===== config.mk =====
export PLATFORM = sky130hd
export DESIGN_NAME = zt_flow_sram
export DESIGN_NICKNAME = d
export VERILOG_FILES = /design/src/rtl/zt_pkg.sv /design/src/rtl/zt_lane_mem.sv /design/src/rtl/zt_burst_addr.sv /design/src/rtl/zt_ctrl.sv /design/src/rtl/zt_flow_sram.sv
export SDC_FILE = /design/constraint.sdc
export NUM_CORES = 2
export LEC_CHECK = 0
export BUFFER_PORTS_ARGS = -buffer_cell sky130_fd_sc_hd__buf_2
export CAP_MARGIN = 25
export CORE_MARGIN = 2
export CORE_UTILIZATION = 44
export CTS_BUF_LIST = sky130_fd_sc_hd__clkbuf_16
export CTS_CLUSTER_SIZE = 40
export DETAILED_ROUTE_END_ITERATION = 12
export SYNTH_ARGS = -nofsm -noshare
export SYNTH_HDL_FRONTEND = slang
export SYNTH_SLANG_ARGS = --single-unit

===== constraint.sdc =====
create_clock -name clk -period 4.55 [get_ports clk]
set_input_delay 0.6825 -clock clk [delete_from_list [all_inputs] [get_ports clk]]
set_output_delay 0.6825 -clock clk [all_outputs]
set_load 0.05 [all_outputs]

===== src/rtl/zt_pkg.sv =====
package zt_pkg;
    localparam int LANE_BITS = 9;

    typedef enum logic [1:0] {
        ST_DESEL = 2'd0,
        ST_READ  = 2'd1,
        ST_WRITE = 2'd2
    } zt_state_e;
endpackage


===== src/rtl/zt_lane_mem.sv =====
module zt_lane_mem #(
    parameter int AW    = 6,
    parameter int WIDTH = 9
) (
    input  logic             clk,
    input  logic             we,
    input  logic [AW-1:0]    addr,
    input  logic [WIDTH-1:0] wdata,
    output logic [WIDTH-1:0] rdata
);
    localparam int DEPTH = 1 << AW;

    logic [WIDTH-1:0] mem [DEPTH];

    always_ff @(posedge clk) begin
        if (we) begin
            mem[addr] <= wdata;
        end
    end

    // flow-through: array output goes straight to the port
    assign rdata = mem[addr];
endmodule


===== src/rtl/zt_burst_addr.sv =====
module zt_burst_addr #(
    parameter int AW         = 6,
    parameter int BURST_BITS = 2,
    parameter bit INTERLEAVE = 1'b0
) (
    input  logic          clk,
    input  logic          rst_n,
    input  logic          load,
    input  logic          advance,
    input  logic [AW-1:0] addr_in,
    output logic [AW-1:0] addr_eff
);
    logic [AW-1:0]         base_q;
    logic [BURST_BITS-1:0] cnt_q;
    logic [BURST_BITS-1:0] low_bits;

    always_ff @(posedge clk or negedge rst_n) begin
        if (!rst_n) begin
            base_q <= '0;
            cnt_q  <= '0;
        end else if (load) begin
            base_q <= addr_in;
            cnt_q  <= '0;
        end else if (advance) begin
            cnt_q  <= cnt_q + 1'b1;
        end
    end

    generate
        if (INTERLEAVE) begin : g_ilv
            assign low_bits = base_q[BURST_BITS-1:0] ^ cnt_q;
        end else begin : g_lin
            assign low_bits = base_q[BURST_BITS-1:0] + cnt_q;
        end
    endgenerate

    assign addr_eff = {base_q[AW-1:BURST_BITS], low_bits};
endmodule


===== src/rtl/zt_ctrl.sv =====
module zt_ctrl
    import zt_pkg::*;
#(
    parameter int LANES = 4
) (
    input  logic             clk,
    input  logic             rst_n,
    input  logic             cke_n,
    input  logic             adv_ld,
    input  logic             we_n,
    input  logic             sel,
    input  logic [LANES-1:0] bsel_n,
    output zt_state_e        state,
    output logic             load,
    output logic             advance,
    output logic [LANES-1:0] lane_we
);
    zt_state_e        state_q, state_d;
    logic [LANES-1:0] bsel_q;
    logic             qual;

    assign qual = !cke_n;

    // next state: LOAD_READ, LOAD_WRITE, DESELECT, CONTINUE, HOLD
    always_comb begin
        state_d = state_q;
        if (qual) begin
            if (!adv_ld) begin
                if (!sel)       state_d = ST_DESEL;
                else if (we_n)  state_d = ST_READ;
                else            state_d = ST_WRITE;
            end else begin
                unique case (state_q)
                    ST_DESEL: state_d = ST_DESEL;
                    ST_READ:  state_d = ST_READ;
                    ST_WRITE: state_d = ST_WRITE;
                    default:  state_d = ST_DESEL;
                endcase
            end
        end
    end

    always_ff @(posedge clk or negedge rst_n) begin
        if (!rst_n) begin
            state_q <= ST_DESEL;
            bsel_q  <= '1;
        end else if (qual) begin
            state_q <= state_d;
            bsel_q  <= bsel_n;
        end
    end

    always_comb begin
        state   = state_q;
        load    = qual && !adv_ld && sel;
        advance = qual && adv_ld && (state_q != ST_DESEL);
        lane_we = (qual && state_q == ST_WRITE) ? ~bsel_q : '0;
    end

    AST_STALL_FREEZE: assert property (@(posedge clk) disable iff (!rst_n)
        cke_n |=> $stable(state_q));

    AST_DESEL_NEEDS_LOAD: assert property (@(posedge clk) disable iff (!rst_n)
        (state_q == ST_DESEL && adv_ld && !cke_n) |=> (state_q == ST_DESEL));
endmodule


===== src/rtl/zt_flow_sram.sv =====
module zt_flow_sram
    import zt_pkg::*;
#(
    parameter int AW         = 6,
    parameter int LANES      = 4,
    parameter int BURST_BITS = 2,
    parameter bit INTERLEAVE = 1'b0
) (
    input  logic                       clk,
    input  logic                       rst_n,
    input  logic [AW-1:0]              addr,
    input  logic                       we_n,
    input  logic [LANES-1:0]           bsel_n,
    input  logic                       cs1_n,
    input  logic                       cs2,
    input  logic                       cs3_n,
    input  logic                       adv_ld,
    input  logic                       cke_n,
    input  logic                       oe_n,
    input  logic [LANES*LANE_BITS-1:0] dq_in,
    output logic [LANES*LANE_BITS-1:0] dq_out,
    output logic                       dq_oe
);
    localparam int DW = LANES * LANE_BITS;

    zt_state_e        state;
    logic             sel, load, advance;
    logic [LANES-1:0] lane_we;
    logic [AW-1:0]    addr_eff;

    assign sel = !cs1_n && cs2 && !cs3_n;

    zt_ctrl #(.LANES(LANES)) u_ctrl (
        .clk     (clk),
        .rst_n   (rst_n),
        .cke_n   (cke_n),
        .adv_ld  (adv_ld),
        .we_n    (we_n),
        .sel     (sel),
        .bsel_n  (bsel_n),
        .state   (state),
        .load    (load),
        .advance (advance),
        .lane_we (lane_we)
    );

    zt_burst_addr #(
        .AW         (AW),
        .BURST_BITS (BURST_BITS),
        .INTERLEAVE (INTERLEAVE)
    ) u_burst (
        .clk      (clk),
        .rst_n    (rst_n),
        .load     (load),
        .advance  (advance),
        .addr_in  (addr),
        .addr_eff (addr_eff)
    );

    generate
        for (genvar l = 0; l < LANES; l++) begin : g_lane
            zt_lane_mem #(.AW(AW), .WIDTH(LANE_BITS)) u_mem (
                .clk   (clk),
                .we    (lane_we[l]),
                .addr  (addr_eff),
                .wdata (dq_in[l*LANE_BITS +: LANE_BITS]),
                .rdata (dq_out[l*LANE_BITS +: LANE_BITS])
            );
        end
    endgenerate

    // drivers only in a read data cycle; oe_n acts without a clock
    assign dq_oe = (state == ST_READ) && !oe_n;

    AST_NO_DRIVE_ON_WRITE: assert property (@(posedge clk) disable iff (!rst_n)
        (|lane_we) |-> !dq_oe);

    AST_SELECT_DECODE: assert property (@(posedge clk) disable iff (!rst_n)
        (!cke_n && !adv_ld && !(!cs1_n && cs2 && !cs3_n)) |=> (state == ST_DESEL));

    AST_LOAD_ADDR: assert property (@(posedge clk) disable iff (!rst_n)
        (!cke_n && !adv_ld && !cs1_n && cs2 && !cs3_n) |=> (addr_eff == $past(addr)));

    logic unused_dw;
    assign unused_dw = (DW == 0);
endmodule


# [After elaboration in Yosys (flattened, before gate mapping)]
# Memories as Yosys holds them, arrays and structs flattened.
# Index checks and enable logic that the tools add are counted.
[totals] reg_bits=14 mem_bits_rw=2304 in_bits=55 n_memories=4 word_cells=43 out_inout_bits=37
[memory_table] memory="g_lane[0].u_mem.mem" depth=64 word_bits=9 read_ports=1 rd_ports_with_merged_regs=0 write_ports=1 line="zt_lane_mem.sv:13" source="logic [WIDTH-1:0] mem [DEPTH];"
[memory_table] memory="g_lane[1].u_mem.mem" depth=64 word_bits=9 read_ports=1 rd_ports_with_merged_regs=0 write_ports=1 line="zt_lane_mem.sv:13"
[memory_table] memory="g_lane[2].u_mem.mem" depth=64 word_bits=9 read_ports=1 rd_ports_with_merged_regs=0 write_ports=1 line="zt_lane_mem.sv:13"
[memory_table] memory="g_lane[3].u_mem.mem" depth=64 word_bits=9 read_ports=1 rd_ports_with_merged_regs=0 write_ports=1 line="zt_lane_mem.sv:13"
[op_classes] mux=15 n_addsub=2 n_reduce_logical=15 n_eq_ne=2 n_bitwise=1
[ops] cell="$mux W2" n=5
[ops] cell="$logic_and A1 B1 Y1" n=8
[ops] cell="$mux W1" n=8
[ops] cell="$logic_not A1 Y1" n=5
[ops] cell="$mux W4" n=1
[ops] cell="$not A4 Y4" n=1
[ops] cell="$pmux W2 S2" n=1
[ops] cell="$reduce_bool A2 Y1" n=2
[ops] cell="$add A2 B1 Y2 const B" n=1
[ops] cell="$add A2 B2 Y2" n=1
[ops] cell="$eq A2 B1 Y1 const B" n=1
[ops] cell="$eq A2 B2 Y1 const B" n=1

# [Depth between registers and ports, before layout]
[logic_depth] depth_word=5 depth_mapped=14 depth_no_buf=7

# [Cells and area by module]
# A second synthesis with hierarchy kept.
[hier_totals] hier_cells=5333 hier_area_um2=90703.2
[by_module_without_submodules] module="zt_lane_mem" area_per_inst_um2=22496.6 n_inst=4 seq_area_each_um2=17296.6 cells_each=1319
[by_module_without_submodules] module="zt_burst_addr" area_per_inst_um2=396.6 n_inst=1 seq_area_each_um2=200.2 cells_each=27
[by_module_without_submodules] module="zt_ctrl" area_per_inst_um2=295.3 n_inst=1 seq_area_each_um2=155.1 cells_each=28
[by_module_without_submodules] module="zt_flow_sram" area_per_inst_um2=25.0 n_inst=1 seq_area_each_um2=0.0 cells_each=2

# [Least setup slack after synthesis]
# OpenSTA, ideal clock, no wires.
[synth_timing] kind="reg2out" startpoint="reg u_burst.cnt_q[0]" endpoint="out dq_out[20]" stages_incl_launch_ff=12 path_buffers=5 required_ns=3.868 setup_slack_ns=0.624 arrival_time_ns=3.243 path_cell_list="dfrtp_1 ha_1 buf_6 buf_6 buf_6 buf_2 buf_2 mux4_2 mux2i_1 o32ai_1 nor4_1 nand4_1"
[synth_via] elab_chain_len=2
[synth_lines] element="start: declaration" line="zt_burst_addr.sv:14" source="logic [BURST_BITS-1:0] cnt_q;"
[synth_lines] element="start signal: assignment" line="zt_burst_addr.sv:25" source="cnt_q <= cnt_q + 1'b1;"
[synth_lines] element="$add A2 B2 Y2" line="zt_burst_addr.sv:33" source="assign low_bits = base_q[BURST_BITS-1:0] + cnt_q;"
[synth_lines] element="$mem_v2 Z64 W9"
[synth_lines] element="end: declaration" line="zt_flow_sram.sv:21" source="output logic [LANES*LANE_BITS-1:0] dq_out,"
# Every way passes these cells.

# [Worst setup path after layout]
[layout_timing] startpoint="reg u_burst.base_q[0]" endpoint="out dq_out[6]"
[layout_via] elab_chain_len=2
[layout_lines] element="start: declaration" line="zt_burst_addr.sv:13" source="logic [AW-1:0] base_q;"
[layout_lines] element="start signal: assignment" line="zt_burst_addr.sv:22" source="base_q <= addr_in;"
[layout_lines] element="$add A2 B2 Y2" line="zt_burst_addr.sv:33"
[layout_lines] element="$mem_v2 Z64 W9"
# Every way passes these cells.

==> metrics.txt <==
Area Growth Syn to Fin=21.7%; Final Max Slew Viols=0; initial core utilization=44.3%; sequential area share after synthesis=76.6%; Max-Cap Viols=0; P_sw=26.5 mW; vias in the first global route=51800; Worst path slowest cell=or4_4; clock buffer depth=3; total gr overflow=0; die height=458 um; critical setup path kind=reg2out; initial antenna violation count=12; Fillers=16000; Post-Syn Area=90700 um^2; Total Routing Usage GR=27.2%; Setup violations, final=34; Pre-antenna DRT Iters=8; Synth Register Bits=2318; status=complete, but fails checks; Synthesized Nets=5110; most common cell after layout, fill and taps aside=edfxtp_1; Avg Synthesized Cell Area=18.0 um^2; via count=54000; Mapped Cells=5054; P_int=48.5 mW; via-per-instance ratio=6.16; final cycle utilization of the critical path=109%; endpoint class of the critical path=output pin; TritonCTS clock tree=built; Final Util=53.9%; largest net degree at the start of global routing=65; worst vdd ir=631 uV; CTS buffer count=228; Slew @ Worst Pin=1.21 ns; clock transition at the registers of the reported paths=0.07 ns; DP Wirelength=182000 um; cell row count=166; first-pass GRT wire length=402000 um; H-tree levels=4; Yosys cell types=69; number of flops mapped to enable cells by yosys=2304; wire length per cell=32.9 um; Sequential Power Share=31.5%; core area=205000 um^2; Rel. slew slack=19.5%; Pwr Density=679 nW/um^2; Async S/R FF share, synth=0.604%; crit-path max FO=7; Placer Congestion=0.889; clock tree root driver cell=clkbuf_16; die footprint=210000 um^2; Leak=36.8 nW; wirelength, routed=288000 um; fmax=201 MHz; Worst setup SP type=register; Die Width=458 um; most frequent cells in the layout=edfxtp_1 (2304), buf_4 (640), nand2_1 (504); Clk pwr share=24.2%; Critical Path Max Stage Delay=0.56 ns; ys flop type=edfxtp_1; crit-path cells=ha_4 > buf_12 > buf_12 > buf_8 > mux4_2 > mux2i_4 > o22ai_2 > or4_4 > a31oi_4 > nand4b_1 > buf_6; I/O pins=92; Worst EP arrival=4.29 ns; clk sinks=2318; CP required=3.87 ns; failing checks=negative setup slack; Hold WC Path Type=in2reg; Switching Share=35.3%; FF+latch area=69600 um^2; Post-DRT Antenna Nets=0; RSZ-0062 raised after global routing=yes; pre-CTS setup slack=-0.115 ns; Final Hold Fails=0; hold slack=0.0444 ns; Clk Latency, worst-skew pair=0.89 ns; Multi-input gate area=21100 um^2; clk_skew=0.0313 ns; port buffer count=91; Ys Warns=0; layout net count=5936; DRC=0; worst setup margin=-0.425 ns; DRT iter0 DRCs=7832; fraction of layout cells with a size suffix above 1=30.3%; fin crit period=4.97 ns; combinational share of power=44.3%; cell mode on critical path=buf_12
-- layout make-up --
class / count / share of cell area (%)
clock inverters: 189 / 1.24
well taps: 2688 / 3.04
multi-input cells: 2404 / 19.1
diodes: 7 / 0.0159
clock buffers: 231 / 5.23
repair buffers: 921 / 8.36
flip-flops and latches: 2318 / 63.0
inverters: 7 / 0.0340
-- registers in the layout, summed over array words and instances, names as in the netlist --
register and cells:
u_ctrl.state 2, u_burst.base_q 6, u_ctrl.bsel_q 4, u_burst.cnt_q 2, g_lane.u_mem.mem 2304
-- cells by family after synthesis --
| logic type | after synthesis | synth area share, % |
|---|---|---|
| AOI/OAI and AO/OA | 577 | 4.16 |
| buffers and inverters | 332 | 1.90 |
| muxes | 610 | 11.4 |
| DFF | 2318 | 76.6 |
| and+or+nand+nor | 1210 | 5.77 |
| adders and majority gates | 1 | 0.0138 |
| xor gates and xnor gates | 6 | 0.0896 |
-- path summary, 6_finish.rpt --
check	startpoint	end	slack [ns]	cells after the start
setup / recovery	u_burst.base_q[0]	dq_out[6]	-0.42	11
hold / removal	bsel_n[3]	u_ctrl.bsel_q[3]	0.04	2
hold reg to reg	u_ctrl.state[0]	u_ctrl.state[0]	0.59	2
max in group asynchronous	rst_n	u_burst.base_q[2]	3.83	2
min in group asynchronous	rst_n	u_burst.base_q[3]	0.31	2
setup reg to reg	u_burst.base_q[0]	g_lane[3].u_mem.mem[3][7]	0.51	10
-- per-stage QoR --
stage	cells	TNS (ns)	area [um^2]	power (mW)
after floorplan	5054	0	90700	39.1
after global placement	8102	-0.307	98300	49.4
after detailed placement	8108	-0.208	98400	49.5
after CTS	8650	-9.44	109000	72.7
after global routing	8760	-9.80	110000	77.0
final	8765	-7.83	110000	75.0
-- power groups by stage --
stage	Clock, mW	Combinational [mW]	Sequential [mW]
CTS	18.3	30.8	23.6
global placement	0	25.3	24.1
global route	19.1	34.3	23.6
finish	18.1	33.2	23.6
floorplan	0	15.1	24.0
detailed placement	0	25.4	24.1
-- layer usage --
layer  track usage, %  wire length [um]
met5                0               101
met3             4.96             29000
met4             13.2             16300
met2             42.2            133000
met1             37.2            110000
-- worst max-delay path, delay by kind of cell (launching register included) --
kind,cells,cell delay [ns]
flops,1,0.42
fa+ha+maj,1,0.34
simple gates,2,0.87
mux,2,0.73
compound gates,2,0.32
buf+inv,4,0.71
-- synth_stat cells (40+ instances only) --
cell type	number	area share [%]
edfxtp_1	2304	76
nand2_1	525	2.2
mux4_2	337	8.4
nor2_1	333	1.4
mux2i_1	233	2.6
nand3_1	173	0.95
a21oi_1	153	0.84
buf_2	110	0.61
clkbuf_1	107	0.44
o21ai_0	95	0.52
o22ai_1	78	0.54
a31oi_1	50	0.34
buf_4	46	0.38
buf_1	40	0.17
mux2_2	40	0.50
-- repair_timing --
action	4_1_cts	5_1_grt
gates resized for setup	348	193
cloned	20	4
pin swaps	63	79
buffers inserted	99	111
endpoints found under the setup margin	36	36
endpoints found under the hold margin	13	0
hold buffers	4	0
No activity file was read; power rests on OpenSTA's default activity.
